===== src/rtl/mtk_pkg.sv =====
package mtk_pkg;

  typedef enum logic [2:0] {
    RT_LOAD    = 3'd0,
    RT_IFETCH  = 3'd1,
    RT_STORE   = 3'd2,
    RT_RMW_RD  = 3'd3,
    RT_RMW_WR  = 3'd4,
    RT_LOCK_RD = 3'd5,
    RT_LOCK_WR = 3'd6,
    RT_SPARE   = 3'd7
  } reqType_e;

  typedef enum logic [1:0] {
    ST_NONE    = 2'd0,
    ST_ISSUED  = 2'd1,
    ST_ALIASED = 2'd2,
    ST_FULL    = 2'd3
  } reqStatus_e;

  // strobes from control to datapath
  typedef struct packed {
    logic allocRd;
    logic allocWr;
    logic retireRd;
    logic retireWr;
  } ctlStrobes_t;

  // alias counter slots
  localparam int AC_RD_ON_WR = 0;
  localparam int AC_WR_ON_WR = 1;
  localparam int AC_RD_ON_RD = 2;
  localparam int AC_WR_ON_RD = 3;
  localparam int AC_NUM      = 4;

  function automatic logic isWriteClass(input logic [2:0] t);
    return !(t == RT_LOAD || t == RT_IFETCH);
  endfunction

endpackage


===== src/rtl/mtk_entry_set.sv =====
module mtk_entry_set #(
  parameter int ENTRIES   = 4,
  parameter int LINE_W    = 12,
  parameter int AGE_W     = 16,
  parameter int AGE_LIMIT = 200
) (
  input  logic               clk,
  input  logic               rstN,
  input  logic [LINE_W-1:0]  lookupLine,
  input  logic [LINE_W-1:0]  retireLine,
  input  logic               allocEn,
  input  logic               retireEn,
  input  logic [AGE_W-1:0]   nowCycle,
  output logic               lookupHit,
  output logic               retireHit,
  output logic               hasFree,
  output logic               agedOut,
  output logic [ENTRIES-1:0] validVec
);

  logic [ENTRIES-1:0] validQ;
  logic [LINE_W-1:0]  lineQ  [ENTRIES];
  logic [AGE_W-1:0]   stampQ [ENTRIES];
  logic [ENTRIES-1:0] lookMatch, retMatch, agedVec, freeSel;

  for (genvar g = 0; g < ENTRIES; g++) begin : gSlot
    assign lookMatch[g] = validQ[g] && (lineQ[g] == lookupLine);
    assign retMatch[g]  = validQ[g] && (lineQ[g] == retireLine);
    assign agedVec[g]   = validQ[g] && ((nowCycle - stampQ[g]) >= AGE_W'(AGE_LIMIT));
  end

  // first free slot, lowest index wins
  always_comb begin
    logic found;
    found   = 1'b0;
    freeSel = '0;
    for (int i = 0; i < ENTRIES; i++) begin
      if (!validQ[i] && !found) begin
        freeSel[i] = 1'b1;
        found      = 1'b1;
      end
    end
  end

  assign lookupHit = |lookMatch;
  assign retireHit = |retMatch;
  assign hasFree   = ~&validQ;
  assign agedOut   = |agedVec;
  assign validVec  = validQ;

  always_ff @(posedge clk) begin
    if (!rstN) begin
      validQ <= '0;
    end else begin
      for (int i = 0; i < ENTRIES; i++) begin
        if (retireEn && retMatch[i]) validQ[i] <= 1'b0;
        if (allocEn && freeSel[i])   validQ[i] <= 1'b1;
      end
    end
  end

  always_ff @(posedge clk) begin
    for (int i = 0; i < ENTRIES; i++) begin
      if (allocEn && freeSel[i]) begin
        lineQ[i]  <= lookupLine;
        stampQ[i] <= nowCycle;
      end
    end
  end

  // control never allocates a line already live here, nor into a full set
  p_alloc_fresh_r2: assert property (@(posedge clk) disable iff (!rstN)
    allocEn |-> (!lookupHit && hasFree));

  // a retired record is gone on the next cycle
  p_retire_clears_r7: assert property (@(posedge clk) disable iff (!rstN)
    (retireEn && retireHit && !allocEn) |=> ($countones(validQ) == $countones($past(validQ)) - 1));

endmodule


===== src/rtl/mtk_datapath.sv =====
module mtk_datapath
  import mtk_pkg::*;
#(
  parameter int RD_ENTRIES = 4,
  parameter int WR_ENTRIES = 4,
  parameter int LINE_W     = 12,
  parameter int AGE_W      = 16,
  parameter int AGE_LIMIT  = 200
) (
  input  logic                  clk,
  input  logic                  rstN,
  input  ctlStrobes_t           strobes,
  input  logic [LINE_W-1:0]     reqLine,
  input  logic [LINE_W-1:0]     rdRspLine,
  input  logic [LINE_W-1:0]     wrRspLine,
  output logic                  hitRd,
  output logic                  hitWr,
  output logic                  freeRd,
  output logic                  freeWr,
  output logic                  rdRetHit,
  output logic                  wrRetHit,
  output logic                  agedAny,
  output logic [RD_ENTRIES-1:0] rdValid,
  output logic [WR_ENTRIES-1:0] wrValid
);

  logic [AGE_W-1:0] nowCycle;
  logic             agedRd, agedWr;

  always_ff @(posedge clk) begin
    if (!rstN) nowCycle <= '0;
    else       nowCycle <= nowCycle + 1'b1;
  end

  mtk_entry_set #(
    .ENTRIES(RD_ENTRIES), .LINE_W(LINE_W), .AGE_W(AGE_W), .AGE_LIMIT(AGE_LIMIT)
  ) i_rdSet (
    .clk(clk), .rstN(rstN),
    .lookupLine(reqLine), .retireLine(rdRspLine),
    .allocEn(strobes.allocRd), .retireEn(strobes.retireRd),
    .nowCycle(nowCycle),
    .lookupHit(hitRd), .retireHit(rdRetHit), .hasFree(freeRd),
    .agedOut(agedRd), .validVec(rdValid)
  );

  mtk_entry_set #(
    .ENTRIES(WR_ENTRIES), .LINE_W(LINE_W), .AGE_W(AGE_W), .AGE_LIMIT(AGE_LIMIT)
  ) i_wrSet (
    .clk(clk), .rstN(rstN),
    .lookupLine(reqLine), .retireLine(wrRspLine),
    .allocEn(strobes.allocWr), .retireEn(strobes.retireWr),
    .nowCycle(nowCycle),
    .lookupHit(hitWr), .retireHit(wrRetHit), .hasFree(freeWr),
    .agedOut(agedWr), .validVec(wrValid)
  );

  assign agedAny = agedRd | agedWr;

endmodule


===== src/rtl/mtk_control.sv =====
module mtk_control
  import mtk_pkg::*;
#(
  parameter int OFF_W      = 4,
  parameter int LEN_W      = 5,
  parameter int LINE_BYTES = 16,
  parameter int MAX_OUT    = 6,
  parameter int OCC_W      = 4,
  parameter int CNT_W      = 8
) (
  input  logic                         clk,
  input  logic                         rstN,
  input  logic                         reqValid,
  input  logic [2:0]                   reqType,
  input  logic [OFF_W-1:0]             reqOffset,
  input  logic [LEN_W-1:0]             reqLen,
  input  logic                         rdRspValid,
  input  logic                         wrRspValid,
  input  logic                         hitRd,
  input  logic                         hitWr,
  input  logic                         freeRd,
  input  logic                         freeWr,
  input  logic                         rdRetHit,
  input  logic                         wrRetHit,
  input  logic                         agedAny,
  output ctlStrobes_t                  strobes,
  output logic [1:0]                   reqStatus,
  output logic                         reqIllegal,
  output logic                         issueValid,
  output logic                         rspError,
  output logic                         deadlock,
  output logic [OCC_W-1:0]             outCount,
  output logic [AC_NUM-1:0][CNT_W-1:0] aliasCnt
);

  logic             isWr, aliasHit, setFree, full, accept, rdOk, wrOk;
  logic             deadlockQ;
  logic [OCC_W-1:0] countQ, countD;
  logic [AC_NUM-1:0] aliasEvt;
  reqStatus_e       status;

  assign isWr       = isWriteClass(reqType);
  assign reqIllegal = reqValid && ((int'(reqOffset) + int'(reqLen)) > LINE_BYTES);
  assign aliasHit   = hitRd | hitWr;
  assign setFree    = isWr ? freeWr : freeRd;
  assign full       = (int'(countQ) >= MAX_OUT) || !setFree;
  assign accept     = reqValid && !reqIllegal && !aliasHit && !full;

  always_comb begin
    if (!reqValid || reqIllegal) status = ST_NONE;
    else if (aliasHit)           status = ST_ALIASED;
    else if (full)               status = ST_FULL;
    else                         status = ST_ISSUED;
  end

  assign reqStatus  = status;
  assign issueValid = accept;

  assign strobes.allocRd  = accept && !isWr;
  assign strobes.allocWr  = accept && isWr;
  assign strobes.retireRd = rdRspValid;
  assign strobes.retireWr = wrRspValid;

  assign rdOk     = rdRspValid && rdRetHit;
  assign wrOk     = wrRspValid && wrRetHit;
  assign rspError = (rdRspValid && !rdRetHit) || (wrRspValid && !wrRetHit);

  assign countD = countQ + OCC_W'(accept) - OCC_W'(rdOk) - OCC_W'(wrOk);

  always_ff @(posedge clk) begin
    if (!rstN) begin
      countQ    <= '0;
      deadlockQ <= 1'b0;
    end else begin
      countQ    <= countD;
      deadlockQ <= deadlockQ | agedAny;
    end
  end

  assign outCount = countQ;
  assign deadlock = deadlockQ | agedAny;

  // write-class match attributed first
  always_comb begin
    aliasEvt = '0;
    if (reqValid && !reqIllegal && aliasHit) begin
      if (hitWr) aliasEvt[isWr ? AC_WR_ON_WR : AC_RD_ON_WR] = 1'b1;
      else       aliasEvt[isWr ? AC_WR_ON_RD : AC_RD_ON_RD] = 1'b1;
    end
  end

  for (genvar c = 0; c < AC_NUM; c++) begin : gAliasCnt
    logic [CNT_W-1:0] cntQ;
    always_ff @(posedge clk) begin
      if (!rstN)                         cntQ <= '0;
      else if (aliasEvt[c] && cntQ != '1) cntQ <= cntQ + 1'b1;
    end
    assign aliasCnt[c] = cntQ;
  end

  // nothing is issued once the global limit is reached
  p_full_block_r3: assert property (@(posedge clk) disable iff (!rstN)
    (reqValid && int'(outCount) >= MAX_OUT) |-> !issueValid);

  // a fresh issue with no retirement raises the count by one
  p_issue_count_r4: assert property (@(posedge clk) disable iff (!rstN)
    (issueValid && !rdRspValid && !wrRspValid) |=> (outCount == $past(outCount) + 1'b1));

  // an unmatched response with nothing else going on leaves the count unchanged
  p_bad_rsp_r8: assert property (@(posedge clk) disable iff (!rstN)
    (rspError && !issueValid && !(rdRspValid && wrRspValid)) |=> $stable(outCount));

  // the deadlock flag never falls
  p_deadlock_sticky_r9: assert property (@(posedge clk) disable iff (!rstN)
    deadlock |=> deadlock);

  // at most one alias counter moves per cycle
  p_one_alias_r10: assert property (@(posedge clk) disable iff (!rstN)
    $onehot0(aliasEvt));

endmodule


===== src/rtl/miss_tracker.sv =====
module miss_tracker
  import mtk_pkg::*;
#(
  parameter int ADDR_W         = 16,
  parameter int LINE_BYTES     = 16,
  parameter int LEN_W          = 5,
  parameter int RD_ENTRIES     = 4,
  parameter int WR_ENTRIES     = 4,
  parameter int MAX_OUT        = 6,
  parameter int AGE_W          = 16,
  parameter int DEADLOCK_LIMIT = 200,
  parameter int CNT_W          = 8,
  localparam int OFF_W         = $clog2(LINE_BYTES),
  localparam int LINE_W        = ADDR_W - OFF_W,
  localparam int OCC_W         = $clog2(RD_ENTRIES + WR_ENTRIES + 1)
) (
  input  logic              clk,
  input  logic              rstN,
  input  logic              reqValid,
  input  logic [2:0]        reqType,
  input  logic [ADDR_W-1:0] reqAddr,
  input  logic [LEN_W-1:0]  reqLen,
  output logic [1:0]        reqStatus,
  output logic              reqIllegal,
  output logic              issueValid,
  output logic [LINE_W-1:0] issueLine,
  output logic [2:0]        issueType,
  input  logic              rdRspValid,
  input  logic [LINE_W-1:0] rdRspLine,
  input  logic              wrRspValid,
  input  logic [LINE_W-1:0] wrRspLine,
  output logic              rspError,
  output logic              deadlock,
  output logic [OCC_W-1:0]  outCount,
  output logic [CNT_W-1:0]  aliasRdOnWr,
  output logic [CNT_W-1:0]  aliasWrOnWr,
  output logic [CNT_W-1:0]  aliasRdOnRd,
  output logic [CNT_W-1:0]  aliasWrOnRd
);

  ctlStrobes_t                  strobes;
  logic                         hitRd, hitWr, freeRd, freeWr, rdRetHit, wrRetHit, agedAny;
  logic [RD_ENTRIES-1:0]        rdValid;
  logic [WR_ENTRIES-1:0]        wrValid;
  logic [AC_NUM-1:0][CNT_W-1:0] aliasCnt;
  logic [LINE_W-1:0]            reqLine;

  assign reqLine   = reqAddr[ADDR_W-1:OFF_W];
  assign issueLine = reqLine;
  assign issueType = reqType;

  mtk_datapath #(
    .RD_ENTRIES(RD_ENTRIES), .WR_ENTRIES(WR_ENTRIES), .LINE_W(LINE_W),
    .AGE_W(AGE_W), .AGE_LIMIT(DEADLOCK_LIMIT)
  ) i_datapath (
    .clk(clk), .rstN(rstN), .strobes(strobes),
    .reqLine(reqLine), .rdRspLine(rdRspLine), .wrRspLine(wrRspLine),
    .hitRd(hitRd), .hitWr(hitWr), .freeRd(freeRd), .freeWr(freeWr),
    .rdRetHit(rdRetHit), .wrRetHit(wrRetHit), .agedAny(agedAny),
    .rdValid(rdValid), .wrValid(wrValid)
  );

  mtk_control #(
    .OFF_W(OFF_W), .LEN_W(LEN_W), .LINE_BYTES(LINE_BYTES), .MAX_OUT(MAX_OUT),
    .OCC_W(OCC_W), .CNT_W(CNT_W)
  ) i_control (
    .clk(clk), .rstN(rstN),
    .reqValid(reqValid), .reqType(reqType), .reqOffset(reqAddr[OFF_W-1:0]), .reqLen(reqLen),
    .rdRspValid(rdRspValid), .wrRspValid(wrRspValid),
    .hitRd(hitRd), .hitWr(hitWr), .freeRd(freeRd), .freeWr(freeWr),
    .rdRetHit(rdRetHit), .wrRetHit(wrRetHit), .agedAny(agedAny),
    .strobes(strobes), .reqStatus(reqStatus), .reqIllegal(reqIllegal),
    .issueValid(issueValid), .rspError(rspError), .deadlock(deadlock),
    .outCount(outCount), .aliasCnt(aliasCnt)
  );

  assign aliasRdOnWr = aliasCnt[AC_RD_ON_WR];
  assign aliasWrOnWr = aliasCnt[AC_WR_ON_WR];
  assign aliasRdOnRd = aliasCnt[AC_RD_ON_RD];
  assign aliasWrOnRd = aliasCnt[AC_WR_ON_RD];

  // the count register and the two sets' live records stay in step
  p_count_match_r5: assert property (@(posedge clk) disable iff (!rstN)
    int'(outCount) == $countones(rdValid) + $countones(wrValid));

  // an illegal request never goes downstream
  p_illegal_r6: assert property (@(posedge clk) disable iff (!rstN)
    reqIllegal |-> (!issueValid && reqStatus == 2'd0));

endmodule


===== config.mk =====
export PLATFORM = sky130hd
export DESIGN_NAME = miss_tracker
export DESIGN_NICKNAME = d
export VERILOG_FILES = /design/src/rtl/mtk_pkg.sv /design/src/rtl/mtk_entry_set.sv /design/src/rtl/mtk_datapath.sv /design/src/rtl/mtk_control.sv /design/src/rtl/miss_tracker.sv
export SDC_FILE = /design/constraint.sdc
export NUM_CORES = 1
export LEC_CHECK = 0
export ABC_AREA = 1
export BUFFER_PORTS_ARGS = -buffer_cell sky130_fd_sc_hd__buf_2
export CORE_MARGIN = 2
export CORE_UTILIZATION = 30
export CTS_CLUSTER_DIAMETER = 40
export CTS_CLUSTER_SIZE = 10
export DETAILED_ROUTE_END_ITERATION = 6
export GPL_TIMING_DRIVEN = 1
export PLACE_DENSITY = 0.48
export SETUP_SLACK_MARGIN = 0.1
export SYNTH_ARGS = -nofsm -noshare
export SYNTH_HDL_FRONTEND = slang
export SYNTH_SLANG_ARGS = --single-unit

===== constraint.sdc =====
create_clock -name clk -period 5.4 [get_ports clk]
set_input_delay 1.08 -clock clk [delete_from_list [all_inputs] [get_ports clk]]
set_output_delay 1.08 -clock clk [all_outputs]
set_load 0.01 [all_outputs]

=== Word level (Yosys, flattened, before mapping) ===
Memories as Yosys holds them, arrays and structs flattened.
Index checks and enable logic that the tools add are counted.

* Register bits after elaboration: 61
* Bits in latches: 0
* Bits in writable memories: 224
* Bits in read-only memories: 0
* Input bits: 53
* Output and inout bits: 57
* Logic and storage cells: 282
* Memories kept: 4

{| class="wikitable"
|+ Memory list
! name !! depth !! bits a word !! read ports !! clocked after Yosys merged registers in !! wr ports !! RTL line !! source
|-
| i_datapath.i_rdSet.stampQ || 4 || 16 || 4 || 0 || 1 || mtk_entry_set.sv:23 || <nowiki>logic [AGE_W-1:0] stampQ [ENTRIES];</nowiki>
|-
| i_datapath.i_wrSet.stampQ || 4 || 16 || 4 || 0 || 1 || mtk_entry_set.sv:23 ||
|-
| i_datapath.i_rdSet.lineQ || 4 || 12 || 4 || 0 || 1 || mtk_entry_set.sv:22 || <nowiki>logic [LINE_W-1:0] lineQ [ENTRIES];</nowiki>
|-
| i_datapath.i_wrSet.lineQ || 4 || 12 || 4 || 0 || 1 || mtk_entry_set.sv:22 ||
|}

* Add/subtract/negate cells: 17
* Multiply operators: 0
* Div/mod/pow operators: 0
* Order comparisons: 14
* Equal/unequal tests: 21
* Shift operators: 0
* Mux-type cells: 92
* Bitwise operators: 3
* Reduce and logical (&&, ||, !) cells: 116

{| class="wikitable"
|+ Operators by type and width
! operator !! count
|-
| equality test 12 bit || 16
|-
| greater-or-equal comparator 16 x 8 -> 1 bit (second input constant) || 8
|-
| subtractor 16 bit || 8
|-
| 2-to-1 mux 16 bit || 6
|-
| OR reduction 16 bit || 6
|-
| 2-to-1 mux 12 bit || 6
|-
| OR reduction 12 bit || 6
|-
| greater-or-equal comparator 32 x 1 -> 1 bit (second input constant) || 2
|-
| < comparator 32 x 4 -> 1 bit (second input constant) || 2
|-
| logical AND 1 bit || 63
|-
| 2-to-1 mux 1 bit || 61
|-
| adder 8 x 1 -> 8 bit (second input constant) || 4
|-
| > comparator 32 x 6 -> 1 bit (second input constant) || 1
|-
| != test 8 bit (second input constant) || 4
|-
| 2-to-1 mux 2 bit || 15
|-
| OR reduction 4 bit || 6
|-
| zero test 1 bit || 20
|-
| adder 16 x 1 -> 16 bit (second input constant) || 1
|-
| nonzero test 2 bit || 8
|-
| 2-to-1 mux 4 bit || 2
|-
| AND reduction 4 bit || 2
|-
| subtractor 4 x 1 -> 4 bit || 2
|-
| adder 4 x 5 -> 6 bit || 1
|-
| adder 4 x 1 -> 4 bit || 1
|-
| other kinds (6) || 12
|}

=== Depth between registers and ports, before layout ===
An unclocked memory read counts as a cell.

* Word-level depth: 16
* Mapped depth: 19
* Mapped depth without buffers: 19

=== Hierarchy ===
A second synthesis with hierarchy kept.

* Cells, all modules: 2868
* Area total of the unflattened synthesis: 21031.4 µm²

{| class="wikitable"
|+ Modules (own cells, without submodules)
! module !! times used !! cells each !! area each (µm²) !! seq. area each (µm²)
|-
| mtk_entry_set (i_datapath.i_wrSet) || 1 || 1212 || 8932.3 || 3443.3
|-
| mtk_entry_set (i_datapath.i_rdSet) || 1 || 1196 || 8909.8 || 3443.3
|-
| mtk_control || 1 || 330 || 2298.5 || 740.7
|-
| mtk_datapath || 1 || 115 || 778.2 || 320.3
|-
| miss_tracker || 1 || 15 || 112.6 || 0.0
|}

=== Least setup slack after synthesis ===
OpenSTA, ideal clock, no wires.

* Path type: input to register
* Start: input reqAddr[0]
* End: memory i_datapath.i_rdSet.lineQ[3][0], enable pin
* Setup time: 448 ps
* Data arrival time: 4498 ps
* Required time: 4952 ps
* Setup slack: 454 ps
* Stages: 11
* Path buffers: 0
* Cell sequence: ha_1 > inv_1 > fa_1 > inv_1 > nor2_1 > nand4_1 > a21boi_2 > nand2_1 > nor2_4 > nand2_4 > nor3_1

* Cells in the longest elaborated chain, start to end: 15
* Elaborated cells between the ends (all ways): 29
* Classes of those cells: add/sub (1); order compare (1); mux (14); reduce/logical (13)

{| class="wikitable"
|+ Ends and longest elaborated chain
! element !! RTL line !! source
|-
| start, declared || miss_tracker.sv:21 || <nowiki>input logic [ADDR_W-1:0] reqAddr,</nowiki>
|-
| adder 4 x 5 -> 6 bit * || mtk_control.sv:43 || <nowiki>assign reqIllegal = reqValid && ((int'(reqOffset) + int'(reqLen)) > LINE_BYTES);</nowiki>
|-
| > comparator 32 x 6 -> 1 bit * || mtk_control.sv:43 ||
|-
| logical AND 1 bit * || mtk_control.sv:43 ||
|-
| zero test 1 bit * || mtk_control.sv:47 || <nowiki>assign accept = reqValid && !reqIllegal && !aliasHit && !full;</nowiki>
|-
| logical AND 1 bit * (3 in a row) || mtk_control.sv:47 ||
|-
| logical AND 1 bit * || mtk_control.sv:59 || <nowiki>assign strobes.allocRd = accept && !isWr;</nowiki>
|-
| logical AND 1 bit || mtk_entry_set.sv:64 || <nowiki>if (allocEn && freeSel[i]) begin</nowiki>
|-
| 2-to-1 mux 1 bit || mtk_entry_set.sv:64 ||
|-
| 2-to-1 mux 1 bit (not written as such) || mtk_entry_set.sv:65 || <nowiki>lineQ[i] <= lookupLine;</nowiki>
|-
| OR reduction 12 bit (no source line) || -- ||
|-
| 2-to-1 mux 2 bit (no source line) / 2-to-1 mux 1 bit (equally long branches) (3 in a row) || -- ||
|-
| end, declared || mtk_entry_set.sv:22 ||
|}

Mark *: on every way between the ends. The rest lies on a longest branch, timed or not.

=== Final worst setup path ===
* Start: register i_datapath.nowCycle[3]
* End: output deadlock

* Cells in the longest elaborated chain, start to end: 6
* Elaborated cells between the ends (all ways): 28
* Classes of those cells: add/sub (8); order compare (8); bitwise (2); reduce/logical (10)

{| class="wikitable"
|+ Ends and longest elaborated chain
! element !! RTL line !! source
|-
| start, declared || mtk_datapath.sv:27 || <nowiki>logic [AGE_W-1:0] nowCycle;</nowiki>
|-
| start signal, assigned || mtk_datapath.sv:32 || <nowiki>else nowCycle <= nowCycle + 1'b1;</nowiki>
|-
| subtractor 16 bit || mtk_entry_set.sv:29 || <nowiki>assign agedVec[g] = validQ[g] && ((nowCycle - stampQ[g]) >= AGE_W'(AGE_LIMIT));</nowiki>
|-
| greater-or-equal comparator 16 x 8 -> 1 bit || mtk_entry_set.sv:29 ||
|-
| logical AND 1 bit || mtk_entry_set.sv:29 ||
|-
| OR reduction 4 bit || mtk_entry_set.sv:48 || <nowiki>assign agedOut = |agedVec;</nowiki>
|-
| OR 1 bit * || mtk_datapath.sv:57 || <nowiki>assign agedAny = agedRd | agedWr;</nowiki>
|-
| OR 1 bit * || mtk_control.sv:81 || <nowiki>assign deadlock = deadlockQ | agedAny;</nowiki>
|-
| end, declared || miss_tracker.sv:33 || <nowiki>output logic deadlock,</nowiki>
|}

Marks and branches as above.

==> results.sh <==
export IMPL_clkLatencyLatePin_ns=0.63
export IMPL_dieArea_mm2=0.06972
export IMPL_grt_max_degree=39
export IMPL_vias=17903
export IMPL_grt_pass1_vias=17239
export IMPL_r2r_slack_ns=2.20
export IMPL_routed_via_density=4.745
export IMPL_numCtsBuffers=68
export IMPL_synth_warnings=0
export IMPL_grt_pass1_wl_um=95230
export IMPL_p_leak_nw=11.81
export IMPL_synth_ff_type="edfxtp_1"
export IMPL_crit_required_ns=4.32
export IMPL_netlist_area_mm2=0.02029
export IMPL_ys_top_cells_by_count="nand2_1 (775), inv_1 (500), edfxtp_1 (224)"
export IMPL_drt_wirelength_per_cell_um=15.93
export IMPL_hold_viol_final=0
export IMPL_nets=3042
export IMPL_synthesis_nets=2871
export IMPL_yosysSeqAreaShare_pct=39.18
export IMPL_drc=0
export IMPL_yosys_area_top_type="edfxtp_1"
export IMPL_clk_path_buf_depth=3
export IMPL_hold_end="i_control.gAliasCnt[3].cntQ[4]"
export IMPL_dieHeight_um=264.0
export IMPL_yosysTopAreaCellShare_pct=33.16
export IMPL_max_freq_ghz=0.1996
export IMPL_hold_path_depth=2
export IMPL_fin_crit_ns=5.009
export IMPL_die_w_um=264.0
export IMPL_overflow=0
export IMPL_path_max_fanout=12
export IMPL_cp_arrival_ns=3.93
export IMPL_gr_usage_all_layers_pct=17.34
export IMPL_synth_area_top_cells="edfxtp_1 (33%), nand2_1 (14%), inv_1 (9.3%)"
export IMPL_synthToLayoutAreaGrowth_pct=20.24
export IMPL_cts_setup_buffers=0
export IMPL_critPathKind="reg -> out"
export IMPL_rows=95
export IMPL_drv_cap=0
export IMPL_hold_path_class="reg -> reg"
export IMPL_worstMarginPinSlew_ns=1.045
export IMPL_synth_async_sr_flop_share_pct=0
export IMPL_ys_types=52
export IMPL_worstSetupStartpointType="register"
export IMPL_setup_ws_ns=0.3910
export IMPL_dp_slack_ns=0.8156
export IMPL_p_per_area_mw_per_mm2=297.0
export IMPL_start_util_pct=30.26
export IMPL_cts_tree="done"
export IMPL_core_mm2=0.06704
export IMPL_slew_viol_final=0
export IMPL_p_total_mw=7.244
export IMPL_finalSetupViolCount=0
export IMPL_syn_inst=2674
export IMPL_max_slew_margin_pct=30.26
export IMPL_ys_ff_latch=285
export IMPL_drive_gt1_share_pct=10.59
export IMPL_synth_enable_flop_cells=224
export IMPL_end_kind="output port"
export IMPL_htreeDepth=3
export IMPL_ir_worst_vdd_mv=0.2493
export IMPL_clock_skew_final_ns=0.04839
export IMPL_drt_wl_total_um=60100
export IMPL_hpwl_um=44110
export IMPL_ant_nets=0
export IMPL_syn_area_per_cell_um2=7.587
export IMPL_post_route_util_pct=36.38
export IMPL_antenna_found_initial=0
export IMPL_numPortBuffers=107
export IMPL_rr_startpoint="i_datapath.i_wrSet.validVec[0]"
export IMPL_firstDrtPassIters=5
export IMPL_hold_buffers=0
export IMPL_drtIter0Drc=1124
export IMPL_min_delay_start="i_control.gAliasCnt[3].cntQ[4]"
export IMPL_timing_final_crit_share_pct=92.76
export IMPL_rsz0062_at_grt="false"
export IMPL_cts_root_buf="clkbuf_16"
export IMPL_clkTransAtPathRegs_ns=0.05
export IMPL_fin_setup_tns_ns=0
export IMPL_place_congestion=0.9371
export IMPL_cts_sinks=285
export IMPL_synth_most_common_cell="nand2_1"
export IMPL_diodes=0
export IMPL_run_status="finished clean"
export IMPL_rr_worst_depth=13
export IMPL_r2r_end="i_control.outCount[2]"
export IMPL_io_pins=110
[stage by stage]
| stage | area [µm²] | hold WS (ns) | cells |
|---|---|---|---|
| after floorplan | 20290 | 0.4767 | 2674 |
| after global placement | 21930 | 0.4493 | 3648 |
| after detailed placement | 21930 | 0.4611 | 3648 |
| after CTS | 24390 | 0.4695 | 3773 |
| after global routing | 24390 | 0.4895 | 3773 |
| final | 24390 | 0.4628 | 3773 |
[where the power goes]
group          internal, mW  switching (mW)  total [mW]
Sequential             2.40          0.0228        2.42
Combinational         0.151           0.308       0.459
Clock                  2.88            1.49        4.37
[cell families after synthesis]
family	Yosys count	share of synthesized area (%)
and+or+nand+nor	1251	26.30
buffers and inverters	550	10.85
AOI/OAI and AO/OA	319	8.980
DFF	285	39.18
adders and majority gates	144	9.288
xor gates and xnor gates	125	5.397
[how the worst max path moves through the flow]
stage / start / to / cells after the start
finish: i_datapath.nowCycle[3] / deadlock / 17
global route: i_datapath.nowCycle[3] / deadlock / 17
CTS: i_datapath.nowCycle[0] / deadlock / 18
detailed placement: i_datapath.nowCycle[0] / deadlock / 18
global placement: i_datapath.nowCycle[0] / deadlock / 18
floorplan: reqAddr[0] / i_datapath.i_rdSet.lineQ[3][0] / 11
[area by class of cell]
type	count	area (µm²)
tap	873	1092
multi-input combinational	1839	10140
sequential	285	7953
fill	6995	42650
clock buffer	68	1702
timing repair buffer	138	818.3
inverter	513	1933
clock inverter	57	752.0
[what timing repair did]
item,4_1_cts,5_1_grt
endpoints found under the hold margin,0,0
gates resized for setup,0,6
setup endpoints to repair,0,1
[cells in the final DEF, fill, tap and decap left out, drive strengths merged, types with 3 or more instances in the layout]
cell      count
o221ai        3
or2           7
dfxtp        61
clkinv       31
xor2         58
nand3       119
nor2        211
fa           11
and2          6
o21a          7
a21o          4
nand3b       40
o2111ai      10
o21bai        4
edfxtp      224
nor3         32
bufinv       11
nand2       786
a21oi       148
nand4        39
clkbuf       68
a211oi       15
buf         138
nor4          9
inv         517
o22ai        39
xnor2        67
ha          133
a31oi         4
o21ai        77
clkinvlp     11
[worst max-delay path, stage by stage, from the launching register on]
cell	delay [ns]
dfxtp_1	0.73
buf_4	0.27
ha_1	0.29
nand2_1	0.11
nand2_1	0.06
a21oi_1	0.12
nand2_1	0.14
nand2_1	0.12
nand3b_1	0.09
nand2_1	0.08
nand2_1	0.05
nor2_1	0.11
nand3_1	0.23
nand2_1	0.12
nand3_1	0.12
nor2_1	0.25
nand2_1	0.22
buf_2	0.20
[sequential cells by signal, indices dropped and copies added (netlist names)]
name / flops
i_datapath.i_wrSet.validVec: 4
i_datapath.i_rdSet.lineQ: 48
i_datapath.i_wrSet.stampQ: 64
i_control.gAliasCnt.cntQ: 32
i_datapath.i_wrSet.lineQ: 48
i_datapath.i_rdSet.stampQ: 64
i_control.outCount: 4
i_datapath.i_rdSet.validVec: 4
i_control.deadlockQ: 1
i_datapath.nowCycle: 16
[metal layers]
layer	up-vias	global-route usage, %	wire, µm
met1	8265	24.09	28580
met3	108	2.862	3668
li1	9002	-	-
met4	0	6.173	1743
met2	528	27.16	26120
met5	-	0	0
No activity file was read; power rests on OpenSTA's default activity.
